--- src/rtl/cell_stat_pkg.sv ---
// Package: shared constants and address helpers for the cell statistics bank.
// Assumes an 8-bit register address space; counter views are 24 bits wide.
package cell_stat_pkg;

    localparam int VIEW_W   = 24;   // widest counter view seen by the register port
    localparam int NUM_CNT  = 3;    // number of event counters
    localparam int NUM_CIRQ = 4;    // bits in the counter interrupt register

    localparam logic [7:0] A_SNAP_MID = 8'h00;
    localparam logic [7:0] A_SNAP_TOP = 8'h01;
    localparam logic [7:0] A_CNT_EN   = 8'h02;
    localparam logic [7:0] A_ERR_THR  = 8'h0A;
    localparam logic [7:0] A_MAIN     = 8'h38;
    localparam logic [7:0] A_MAIN_MSK = 8'h39;
    localparam logic [7:0] A_CIRQ     = 8'h3A;
    localparam logic [7:0] A_CIRQ_MSK = 8'h3B;

    typedef enum int {CI_TX = 0, CI_IDLE = 1, CI_ERR = 2} cnt_idx_e;

    // Plain-read low-byte address of counter idx; the clearing read sits one below.
    function automatic logic [7:0] cnt_base(input int idx);
        return 8'(5 + 2 * idx);
    endfunction

endpackage

--- src/rtl/evt_counter.sv ---
// Module: evt_counter
// Saturating event counter with a clearing load. Counts one per cycle while
// en and evt are both high; a clear loads 1 if an event arrives with it, else 0.
// Assumes clr is a single-cycle strobe from the register decoder.
module evt_counter #(
    parameter int WIDTH = 24
) (
    input  logic             clk,
    input  logic             rst_n,
    input  logic             en,
    input  logic             evt,
    input  logic             clr,
    output logic [WIDTH-1:0] count,
    output logic             at_max
);

    localparam logic [WIDTH-1:0] MAX_VAL = '1;
    localparam logic [WIDTH-1:0] ONE     = WIDTH'(1);

    logic bump;

    assign bump   = en & evt;
    assign at_max = (count == MAX_VAL);

    // Count register: reset, clearing load, or saturating increment.
    always_ff @(posedge clk) begin
        if (!rst_n) begin
            count <= '0;
        end else if (clr) begin
            count <= bump ? ONE : '0;
        end else if (bump && !at_max) begin
            count <= count + ONE;
        end
    end

    a_r3_no_wrap: assert property (@(posedge clk) disable iff (!rst_n)
        (at_max && !clr) |=> at_max);

    a_r5_clear_empties: assert property (@(posedge clk) disable iff (!rst_n)
        (clr && !evt) |=> (count == '0));

    a_r6_event_kept: assert property (@(posedge clk) disable iff (!rst_n)
        (clr && evt && en) |=> (count == ONE));

    a_r2_hold_disabled: assert property (@(posedge clk) disable iff (!rst_n)
        (!en && !clr) |=> $stable(count));

endmodule

--- src/rtl/stat_irq.sv ---
// Module: stat_irq
// Sticky counter interrupt register with write-1-to-clear, its mask, the main
// interrupt summary and its mask. A set in the same cycle as a clear wins.
// Assumes write strobes are already decoded to this block's addresses.
module stat_irq
    import cell_stat_pkg::*;
(
    input  logic                clk,
    input  logic                rst_n,
    input  logic [NUM_CIRQ-1:0] set_src,
    input  logic                w1c_wr,
    input  logic                cmsk_wr,
    input  logic                mmsk_wr,
    input  logic [NUM_CIRQ-1:0] wdata,
    output logic [NUM_CIRQ-1:0] cirq,
    output logic [NUM_CIRQ-1:0] cirq_msk,
    output logic [1:0]          main_irq,
    output logic [1:0]          main_msk,
    output logic                irq
);

    logic [NUM_CIRQ-1:0] clr_bits;
    logic                any_src;

    assign clr_bits = w1c_wr ? wdata : '0;
    assign any_src  = |(cirq & ~cirq_msk);
    assign main_irq = {1'b0, any_src};
    assign irq      = main_irq[0] & ~main_msk[0];

    // Sticky interrupt bits: clear by write-1, set sources override.
    always_ff @(posedge clk) begin
        if (!rst_n) begin
            cirq <= '0;
        end else begin
            cirq <= (cirq & ~clr_bits) | set_src;
        end
    end

    // Mask registers written from the register port.
    always_ff @(posedge clk) begin
        if (!rst_n) begin
            cirq_msk <= '0;
            main_msk <= '0;
        end else begin
            if (cmsk_wr) cirq_msk <= wdata;
            if (mmsk_wr) main_msk <= wdata[1:0];
        end
    end

    a_r8_sticky: assert property (@(posedge clk) disable iff (!rst_n)
        (cirq[0] && !(w1c_wr && wdata[0])) |=> cirq[0]);

    a_r8_set_wins: assert property (@(posedge clk) disable iff (!rst_n)
        set_src[0] |=> cirq[0]);

    a_r10_irq_has_source: assert property (@(posedge clk) disable iff (!rst_n)
        irq |-> (cirq != '0));

endmodule

--- src/rtl/stat_regfile.sv ---
// Module: stat_regfile
// Register-port decoder: enable and threshold registers, counter clear strobes,
// snapshot capture of the upper counter bytes and the registered read mux.
// Assumes reg_rd and reg_wr are single-cycle strobes and one address per cycle.
module stat_regfile
    import cell_stat_pkg::*;
#(
    parameter int ERR_W = 8
) (
    input  logic                             clk,
    input  logic                             rst_n,
    input  logic [7:0]                       reg_addr,
    input  logic                             reg_rd,
    input  logic                             reg_wr,
    input  logic [7:0]                       reg_wdata,
    input  logic [NUM_CNT-1:0][VIEW_W-1:0]   cnt_view,
    input  logic [NUM_CIRQ-1:0]              cirq,
    input  logic [NUM_CIRQ-1:0]              cirq_msk,
    input  logic [1:0]                       main_irq,
    input  logic [1:0]                       main_msk,
    output logic [7:0]                       reg_rdata,
    output logic [NUM_CNT-1:0]               cnt_clr,
    output logic [NUM_CNT-1:0]               cnt_en,
    output logic [ERR_W-1:0]                 err_thr,
    output logic                             w1c_wr,
    output logic                             cmsk_wr,
    output logic                             mmsk_wr
);

    localparam logic [ERR_W-1:0] THR_RST = ERR_W'(1) << (ERR_W - 1);

    logic [NUM_CNT-1:0] low_hit;
    logic [NUM_CNT-1:0] addr_low;
    logic               low_any;
    logic [VIEW_W-1:0]  snap_src;
    logic [7:0]         snap_mid;
    logic [7:0]         snap_top;
    logic [7:0]         rd_val;

    // Per-counter address match for the plain and clearing low-byte reads.
    for (genvar gi = 0; gi < NUM_CNT; gi++) begin : g_dec
        assign addr_low[gi] = (reg_addr == cnt_base(gi)) ||
                              (reg_addr == cnt_base(gi) - 8'd1);
        assign low_hit[gi]  = reg_rd && addr_low[gi];
        assign cnt_clr[gi]  = reg_rd && (reg_addr == cnt_base(gi) - 8'd1);
    end

    assign w1c_wr  = reg_wr && (reg_addr == A_CIRQ);
    assign cmsk_wr = reg_wr && (reg_addr == A_CIRQ_MSK);
    assign mmsk_wr = reg_wr && (reg_addr == A_MAIN_MSK);

    // Pick the counter whose low byte is being read for the snapshot.
    always_comb begin
        low_any  = 1'b0;
        snap_src = '0;
        for (int i = 0; i < NUM_CNT; i++) begin
            if (low_hit[i]) begin
                low_any  = 1'b1;
                snap_src = cnt_view[i];
            end
        end
    end

    // Snapshot registers capture upper bytes on every low-byte read.
    always_ff @(posedge clk) begin
        if (!rst_n) begin
            snap_mid <= '0;
            snap_top <= '0;
        end else if (low_any) begin
            snap_mid <= snap_src[15:8];
            snap_top <= snap_src[23:16];
        end
    end

    // Configuration registers: count enables and error threshold.
    always_ff @(posedge clk) begin
        if (!rst_n) begin
            cnt_en  <= '0;
            err_thr <= THR_RST;
        end else if (reg_wr) begin
            if (reg_addr == A_CNT_EN)  cnt_en  <= reg_wdata[NUM_CNT-1:0];
            if (reg_addr == A_ERR_THR) err_thr <= reg_wdata[ERR_W-1:0];
        end
    end

    // Read multiplexer over current register contents.
    always_comb begin
        rd_val = '0;
        case (reg_addr)
            A_SNAP_MID: rd_val = snap_mid;
            A_SNAP_TOP: rd_val = snap_top;
            A_CNT_EN:   rd_val = 8'(cnt_en);
            A_ERR_THR:  rd_val = 8'(err_thr);
            A_MAIN:     rd_val = 8'(main_irq);
            A_MAIN_MSK: rd_val = 8'(main_msk);
            A_CIRQ:     rd_val = 8'(cirq);
            A_CIRQ_MSK: rd_val = 8'(cirq_msk);
            default:    rd_val = '0;
        endcase
        for (int i = 0; i < NUM_CNT; i++) begin
            if (addr_low[i]) rd_val = cnt_view[i][7:0];
        end
    end

    // Read data register, updated only by a read strobe.
    always_ff @(posedge clk) begin
        if (!rst_n) begin
            reg_rdata <= '0;
        end else if (reg_rd) begin
            reg_rdata <= rd_val;
        end
    end

    a_r7_snap_hold: assert property (@(posedge clk) disable iff (!rst_n)
        !low_any |=> ($stable(snap_mid) && $stable(snap_top)));

    a_r4_rdata_hold: assert property (@(posedge clk) disable iff (!rst_n)
        !reg_rd |=> $stable(reg_rdata));

endmodule

--- src/rtl/cell_stat_bank.sv ---
// Module: cell_stat_bank (top)
// Statistics bank for a cell transmit path: transmitted, filler and corrupt
// cell counters, snapshot register read-out, threshold and saturation interrupts.
// Assumes CNT_W in 1..24 and ERR_W in 1..8; events are one-cycle pulses.
module cell_stat_bank
    import cell_stat_pkg::*;
#(
    parameter int CNT_W = 24,
    parameter int ERR_W = 8
) (
    input  logic       clk,
    input  logic       rst_n,
    input  logic       evt_tx,
    input  logic       evt_idle,
    input  logic       evt_err,
    input  logic [7:0] reg_addr,
    input  logic       reg_rd,
    input  logic       reg_wr,
    input  logic [7:0] reg_wdata,
    output logic [7:0] reg_rdata,
    output logic       irq
);

    logic [NUM_CNT-1:0]             evt_vec;
    logic [NUM_CNT-1:0]             cnt_clr;
    logic [NUM_CNT-1:0]             cnt_en;
    logic [NUM_CNT-1:0]             cnt_max;
    logic [NUM_CNT-1:0][VIEW_W-1:0] cnt_view;
    logic [ERR_W-1:0]               err_thr;
    logic [ERR_W-1:0]               err_cnt;
    logic                           thr_hit;
    logic [NUM_CIRQ-1:0]            set_src;
    logic [NUM_CIRQ-1:0]            cirq;
    logic [NUM_CIRQ-1:0]            cirq_msk;
    logic [1:0]                     main_irq;
    logic [1:0]                     main_msk;
    logic                           w1c_wr;
    logic                           cmsk_wr;
    logic                           mmsk_wr;

    assign evt_vec = {evt_err, evt_idle, evt_tx};

    // One counter per event source; the corrupt-cell counter takes ERR_W.
    for (genvar gi = 0; gi < NUM_CNT; gi++) begin : g_cnt
        localparam int W = (gi == CI_ERR) ? ERR_W : CNT_W;
        logic [W-1:0] value;
        evt_counter #(.WIDTH(W)) u_cnt (
            .clk    (clk),
            .rst_n  (rst_n),
            .en     (cnt_en[gi]),
            .evt    (evt_vec[gi]),
            .clr    (cnt_clr[gi]),
            .count  (value),
            .at_max (cnt_max[gi])
        );
        assign cnt_view[gi] = VIEW_W'(value);
    end

    assign err_cnt = cnt_view[CI_ERR][ERR_W-1:0];
    assign thr_hit = (err_cnt >= err_thr);
    assign set_src = {cnt_max, thr_hit};

    stat_regfile #(.ERR_W(ERR_W)) u_regs (
        .clk       (clk),
        .rst_n     (rst_n),
        .reg_addr  (reg_addr),
        .reg_rd    (reg_rd),
        .reg_wr    (reg_wr),
        .reg_wdata (reg_wdata),
        .cnt_view  (cnt_view),
        .cirq      (cirq),
        .cirq_msk  (cirq_msk),
        .main_irq  (main_irq),
        .main_msk  (main_msk),
        .reg_rdata (reg_rdata),
        .cnt_clr   (cnt_clr),
        .cnt_en    (cnt_en),
        .err_thr   (err_thr),
        .w1c_wr    (w1c_wr),
        .cmsk_wr   (cmsk_wr),
        .mmsk_wr   (mmsk_wr)
    );

    stat_irq u_irq (
        .clk      (clk),
        .rst_n    (rst_n),
        .set_src  (set_src),
        .w1c_wr   (w1c_wr),
        .cmsk_wr  (cmsk_wr),
        .mmsk_wr  (mmsk_wr),
        .wdata    (reg_wdata[NUM_CIRQ-1:0]),
        .cirq     (cirq),
        .cirq_msk (cirq_msk),
        .main_irq (main_irq),
        .main_msk (main_msk),
        .irq      (irq)
    );

    a_r9_sat_flag: assert property (@(posedge clk) disable iff (!rst_n)
        cnt_max[CI_TX] |=> cirq[1]);

    a_r11_wr_counter_ignored: assert property (@(posedge clk) disable iff (!rst_n)
        (reg_wr && !reg_rd && !evt_tx && reg_addr == cnt_base(CI_TX))
            |=> $stable(cnt_view[CI_TX]));

endmodule

--- config.mk ---
export PLATFORM = sky130hd
export DESIGN_NAME = cell_stat_bank
export DESIGN_NICKNAME = d
export VERILOG_FILES = /design/src/rtl/cell_stat_pkg.sv /design/src/rtl/evt_counter.sv /design/src/rtl/stat_irq.sv /design/src/rtl/stat_regfile.sv /design/src/rtl/cell_stat_bank.sv
export SDC_FILE = /design/constraint.sdc
export NUM_CORES = 1
export LEC_CHECK = 0
export BUFFER_PORTS_ARGS = -buffer_cell sky130_fd_sc_hd__buf_2
export CORE_AREA = 4 4 116 118
export CTS_CLUSTER_DIAMETER = 80
export DETAILED_ROUTE_END_ITERATION = 12
export DIE_AREA = 0 0 120 122
export GPL_ROUTABILITY_DRIVEN = 1
export REMOVE_ABC_BUFFERS = 1
export SYNTH_ARGS = -nofsm -noshare
export SYNTH_HDL_FRONTEND = slang
export SYNTH_SLANG_ARGS = --single-unit
--- constraint.sdc ---
create_clock -name clk -period 3.45 [get_ports clk]
set_input_delay 0.69 -clock clk [delete_from_list [all_inputs] [get_ports clk]]
set_output_delay 0.69 -clock clk [all_outputs]
set_load 0.01 [all_outputs]
**Yosys cells after proc, flatten, opt, wreduce, memory -nomap -nowiden**

Cells that the tools add are included.

- Output and inout bits: 9
- Input port bits: 23
- Bits in registers: 101
- Word-level logic and storage cells: 86

- Reductions and logical operators: 25
- $lt $le $gt $ge: 1
- Eq/ne operators: 16
- Bitwise gates (word level): 10
- Mux-type cells: 20
- Add/subtract/negate cells: 3

Operators by type and width:

| kind | number |
|---|---|
| 2-to-1 mux 24 bit | 7 |
| case mux 8 bit (8 select lines) | 1 |
| adder 24 x 1 -> 24 bit (second input constant) | 2 |
| equality test 24 bit (second input constant) | 2 |
| 2-to-1 mux 8 bit | 5 |
| equality test 8 x 3 -> 1 bit (second input constant) | 4 |
| equality test 8 x 6 -> 1 bit (second input constant) | 4 |
| equality test 8 x 4 -> 1 bit (second input constant) | 3 |
| logical AND 1 bit | 12 |
| adder 8 x 1 -> 8 bit (second input constant) | 1 |
| bitwise AND 4 bit | 2 |
| equality test 8 x 1 -> 1 bit (second input constant) | 1 |
| equality test 8 x 2 -> 1 bit (second input constant) | 1 |
| equality test 8 bit (second input constant) | 1 |
| >= comparator 8 bit | 1 |
| zero test 8 bit | 1 |
| NOT 4 bit | 2 |
| 2-to-1 mux 1 bit | 6 |
| nonzero test 2 bit | 3 |
| bitwise AND 1 bit | 4 |
| 2-to-1 mux 4 bit | 1 |
| OR 4 bit | 1 |
| AND reduction 2 bit | 2 |
| OR reduction 4 bit | 1 |
| 3 further kinds | 7 |

**Logic depth before layout (Yosys ltp)**

- Depth after elaboration: 7
- Gate-level depth with buffers: 8
- Mapped depth without buffers: 7

**Cells and area by module**

Synthesis repeated with hierarchy kept, for this count alone.

- Cell total of the unflattened synthesis: 690
- Area total of the unflattened synthesis: 5,860.6 sq um

Modules (own cells, without submodules):

| module | cells each | sequential area each (sq um) | area an instance (sq um) | instances |
|---|---|---|---|---|
| stat_regfile | 266 | 700.7 | 2,227.1 | 1 |
| evt_counter (g_cnt[1].u_cnt) | 151 | 480.5 | 1,267.5 | 1 |
| evt_counter (g_cnt[0].u_cnt) | 152 | 480.5 | 1,246.2 | 1 |
| evt_counter (g_cnt[2].u_cnt) | 54 | 160.2 | 485.5 | 1 |
| stat_irq | 41 | 200.2 | 432.9 | 1 |
| cell_stat_bank | 26 | 0.0 | 201.4 | 1 |

**Least setup slack after synthesis**

Ideal clock, no wire load.

- Path type: in2reg
- Start point: in reg_addr[0]
- End point: reg u_irq.cirq_msk[0]
- Arrival: 2.038 ns
- Path buffers: 3
- Required time: 3.322 ns
- Cell stages on the path: 6
- Path slack: 1.285 ns
- Library setup time: 0.128 ns
- Path through: clkbuf_1 > clkbuf_1 > clkbuf_1 > nand4_1 > mux2i_1 > nor2_1

- Word-level cells in the longest chain between the ends: 2

Ends and longest elaborated chain:

| what | RTL line | source |
|---|---|---|
| from (decl) | cell_stat_bank.sv:16 | `input logic [7:0] reg_addr,` |
| equality test 8 x 6 -> 1 bit | stat_regfile.sv:49 | `assign cmsk_wr = reg_wr && (reg_addr == A_CIRQ_MSK);` |
| logical AND 1 bit | stat_regfile.sv:49 |  |
| to (signal assigned) | stat_irq.sv:45 | `if (cmsk_wr) cirq_msk <= wdata;` |
| to (decl) | stat_irq.sv:16 | `output logic [NUM_CIRQ-1:0] cirq_msk,` |

No other way between the ends.
A chain may end at the register's enable or synchronous reset.

**Final worst setup path**

- Start point: reg g_cnt[1].u_cnt.count[0]
- End point: reg g_cnt[1].u_cnt.count[17]

- Word-level cells in the longest chain between the ends: 4
- Elaborated cells between the ends (all ways): 7
- Those cells by class: 1 x add/sub; 1 x eq/ne; 2 x mux; 3 x reduce/logical

Ends and longest elaborated chain:

| what | RTL line | source |
|---|---|---|
| from (decl) | evt_counter.sv:13 | `output logic [WIDTH-1:0] count,` |
| from (signal assigned) | evt_counter.sv:30 | `count <= bump ? ONE : '0;` |
| from (signal assigned) | evt_counter.sv:32 | `count <= count + ONE;` |
| parallel branches: the longest is 4 deep, another holds adder 24 x 1 -> 24 bit | n/a |  |

Several ways; the timed one is not identified. The select of a mux whose other input is x is not followed.

==> results.md <==
* Layout cell share with drive strength beyond 1 at 13.6%
* Yosys reg bits at about 100
* Number of diodes at 0
* Congestion Overflow GR at 0
* # IOs at 32
* Initial core utilization at between 40 and 50%
* DRT iter0 DRCs at 444
* Fin. max-slew vios at 0
* Slew HR at 28.9%
* CP endpoint kind: flop
* Worst hold-check path type: flop to flop
* Port-buffer cells at 31
* Core Util, Final at 49.3%
* P_sw at between 500 and 600 µW
* Synth Area per Inst at roughly 8.4 µm²
* Status: finished, final reports clean
* Post-synth EDFFs at 0
* Gate power share at just under 4%
* Routed WL at 15000 µm
* Setup violations, final at 0
* CTS tree: done
* Ys flop type: dfxtp_1
* Synth cell count leaders: dfxtp_1 (101), nor2_1 (88), a21oi_1 (53), nand2_1 (44), mux2i_1 (36)
* Syn Std Cell Area at 5500 µm²
* Unrepaired setup endpoints after global routing: no
* Vias post-DR at 4967
* Pin count of the biggest net entering global routing at 41
* Fin. Hold Viols at 0
* Longest Clk Path Bufs at 2
* Post-Syn Instances at 657
* Drt wl/cell at roughly 18 µm
* CP Capture Point: g_cnt[1].u_cnt.count[17]
* FP Rows at 41
* Static Leak at roughly 2.2 nW
* GRT Util Overall at 21.3%
* CTS root buf: clkbuf_16
* Final Instance Area at 6150 µm²
* Data arrival, critical path at 2.70 ns
* Peak supply drop at 275 µV
* PD cells at 406 nW/µm²
* CTS Buf Count at 9
* Final Skew at 0.00559 ns
* Setup repair bufs after CTS at 0
* Core area at 12500 µm²
* Die Ht at 122 µm
* Post-synth cell types at 71
* Sequential fraction of the synthesis area at 36.8%
* Vias in the first global route at 4800
* Seq pwr share at around 47%
* FF-to-FF End: g_cnt[1].u_cnt.count[17]
* CP max FO at 8
* # hold bufs at CTS at 0
* GPL Wtd Cong at ~0.9
* Fraction of power spent switching nets at 20.6%
* Critical Path RT at 3.69 ns
* CP startpoint: g_cnt[1].u_cnt.count[0]
* Drt first pass iters at 7
* Reg2reg start: g_cnt[1].u_cnt.count[0]
* Worst R2R Setup Slack at 0.98 ns
* Setup TNS at 0 ns
* Critical path launch point type: flop
* Clk sinks at 101
* CTS HTree Levels at 3
* Minimum hold slack at 0.481 ns
* Global-route wire length before repair at 24900 µm
* DRC viols at 0
* Post-route minimum period at 2.47 ns
* Area grow syn2layout at 11.9%
* Main area contributors after synthesis: dfxtp_1 (37%), mux2i_1 (6.6%), nor2_1 (6.0%)
* Share of the synthesized area in the top cell type at 36.8%
* Die X at 120 µm
* Worst-skew pair later-pin latency at 0.35 ns
* Yosys warning count at 0
* Fin crit share at between 70% and 80%
* Ys async rst share at 0%
* Final #Nets at 711
* Cell taking the most area after synthesis: dfxtp_1
* Final ANT Viol Nets at 0
* Via-per-instance ratio at 5.82
* Critical setup path kind: flop to flop
* Initial antenna violation count at 0
* Dpl cell area at 5780 µm²
* Fmax at 406 MHz
* Max-cap violation count at 0
* Number of fill cells in the layout at 1228
* Post_cts resized at 0
* Top-count cell post-synth: dfxtp_1
* R2R depth at 6
* Internal Dissipation at 1.98 mW
* Slew @ Worst Pin at between 1 and 1.5 ns
* Hpwl dp at 11100 µm
* Clock power share at 49.3%
* CTS clk-pin slew, worst paths at 0.07 ns
* Die area at 14600 µm²
-- cells in the final DEF, fill, tap and decap left out, drive strengths merged, types with 11 or more instances in the layout --
master  count
o31ai      11
nand4      24
nor3       11
mux2i      36
a21oi      53
nand2      44
ha         11
o21ai      35
or3        15
nand3      20
or4        13
dfxtp     101
inv        23
nor2       88
buf        39
xor2       11
and4       11
-- layout make-up --
| type | instances | area [µm²] | area share (%) |
|---|---|---|---|
| timing repair buffer | 39 | 215 | 3.50 |
| clock buffer | 10 | 229 | 3.72 |
| clock inverter | 6 | 134 | 2.18 |
| tap | 172 | 215 | 3.50 |
| sequential | 101 | 2020 | 32.9 |
| inverter | 23 | 86.3 | 1.40 |
| multi-input combinational | 503 | 3250 | 52.8 |
-- worst max-delay path: stages (launching register included) --
cell and delay [ns]:
dfxtp_1 0.44, ha_1 0.24, nand4_1 0.14, nor4_1 0.69
a211oi_2 0.32, nand4_1 0.19, mux2_1 0.32
-- logic make-up after synthesis --
kind of cell / Yosys count / share of synthesized area, %
flops: 101 / 36.8
xor+xnor: 20 / 3.19
fa+ha+maj: 11 / 2.50
simple gates: 274 / 27.0
compound gates: 155 / 18.2
mux: 43 / 7.99
buf+inv: 53 / 4.23
-- power by group through the flow --
stage / combinational, mW / clock [mW] / sequential (mW)
finish: 0.0980 / 1.23 / 1.17
global route: 0.108 / 1.31 / 1.17
CTS: 0.0974 / 1.25 / 1.17
detailed placement: 0.0970 / 0 / 1.19
global placement: 0.0956 / 0 / 1.19
floorplan: 0.0424 / 0 / 1.19
-- per-layer routing --
| metal | wire, µm | GRT usage, % |
|---|---|---|
| met1 | 6760 | 27.0 |
| met2 | 7160 | 36.1 |
| met3 | 718 | 4.92 |
| met4 | 351 | 6.80 |
| met5 | 0 | 0 |
-- metrics by stage --
stage / std cells / setup WS, ns / power, mW
2_1_floorplan: 627 / 0.150 / 1.24
6_report: 854 / 0.984 / 2.49
4_1_cts: 854 / 1.04 / 2.52
3_5_place_dp: 838 / 0.749 / 1.29
5_1_grt: 854 / 0.892 / 2.58
3_3_place_gp: 838 / 0.802 / 1.29
-- worst min-delay path by stage --
stage | startpoint | to | cells after the start | slack (ns)
global placement | u_regs.snap_top[2] | u_regs.snap_top[2] | 2 | 0.46
CTS | u_regs.snap_mid[6] | u_regs.snap_mid[6] | 2 | 0.49
detailed placement | u_regs.snap_mid[6] | u_regs.snap_mid[6] | 2 | 0.47
floorplan | u_regs.snap_top[2] | u_regs.snap_top[2] | 2 | 0.45
global route | u_regs.snap_mid[2] | u_regs.snap_mid[2] | 2 | 0.52
finish | u_regs.snap_mid[6] | u_regs.snap_mid[6] | 2 | 0.48
-- sequential cells by signal, summed over array words and instances, names as in the netlist --
name,flops
u_regs.reg_rdata,8
g_cnt.u_cnt.count,56
u_regs.snap_top,8
u_irq.main_msk,2
u_irq.cirq_msk,4
u_irq.cirq,4
u_regs.cnt_en,3
u_regs.err_thr,8
u_regs.snap_mid,8
Power figures use the tool's default switching activity.
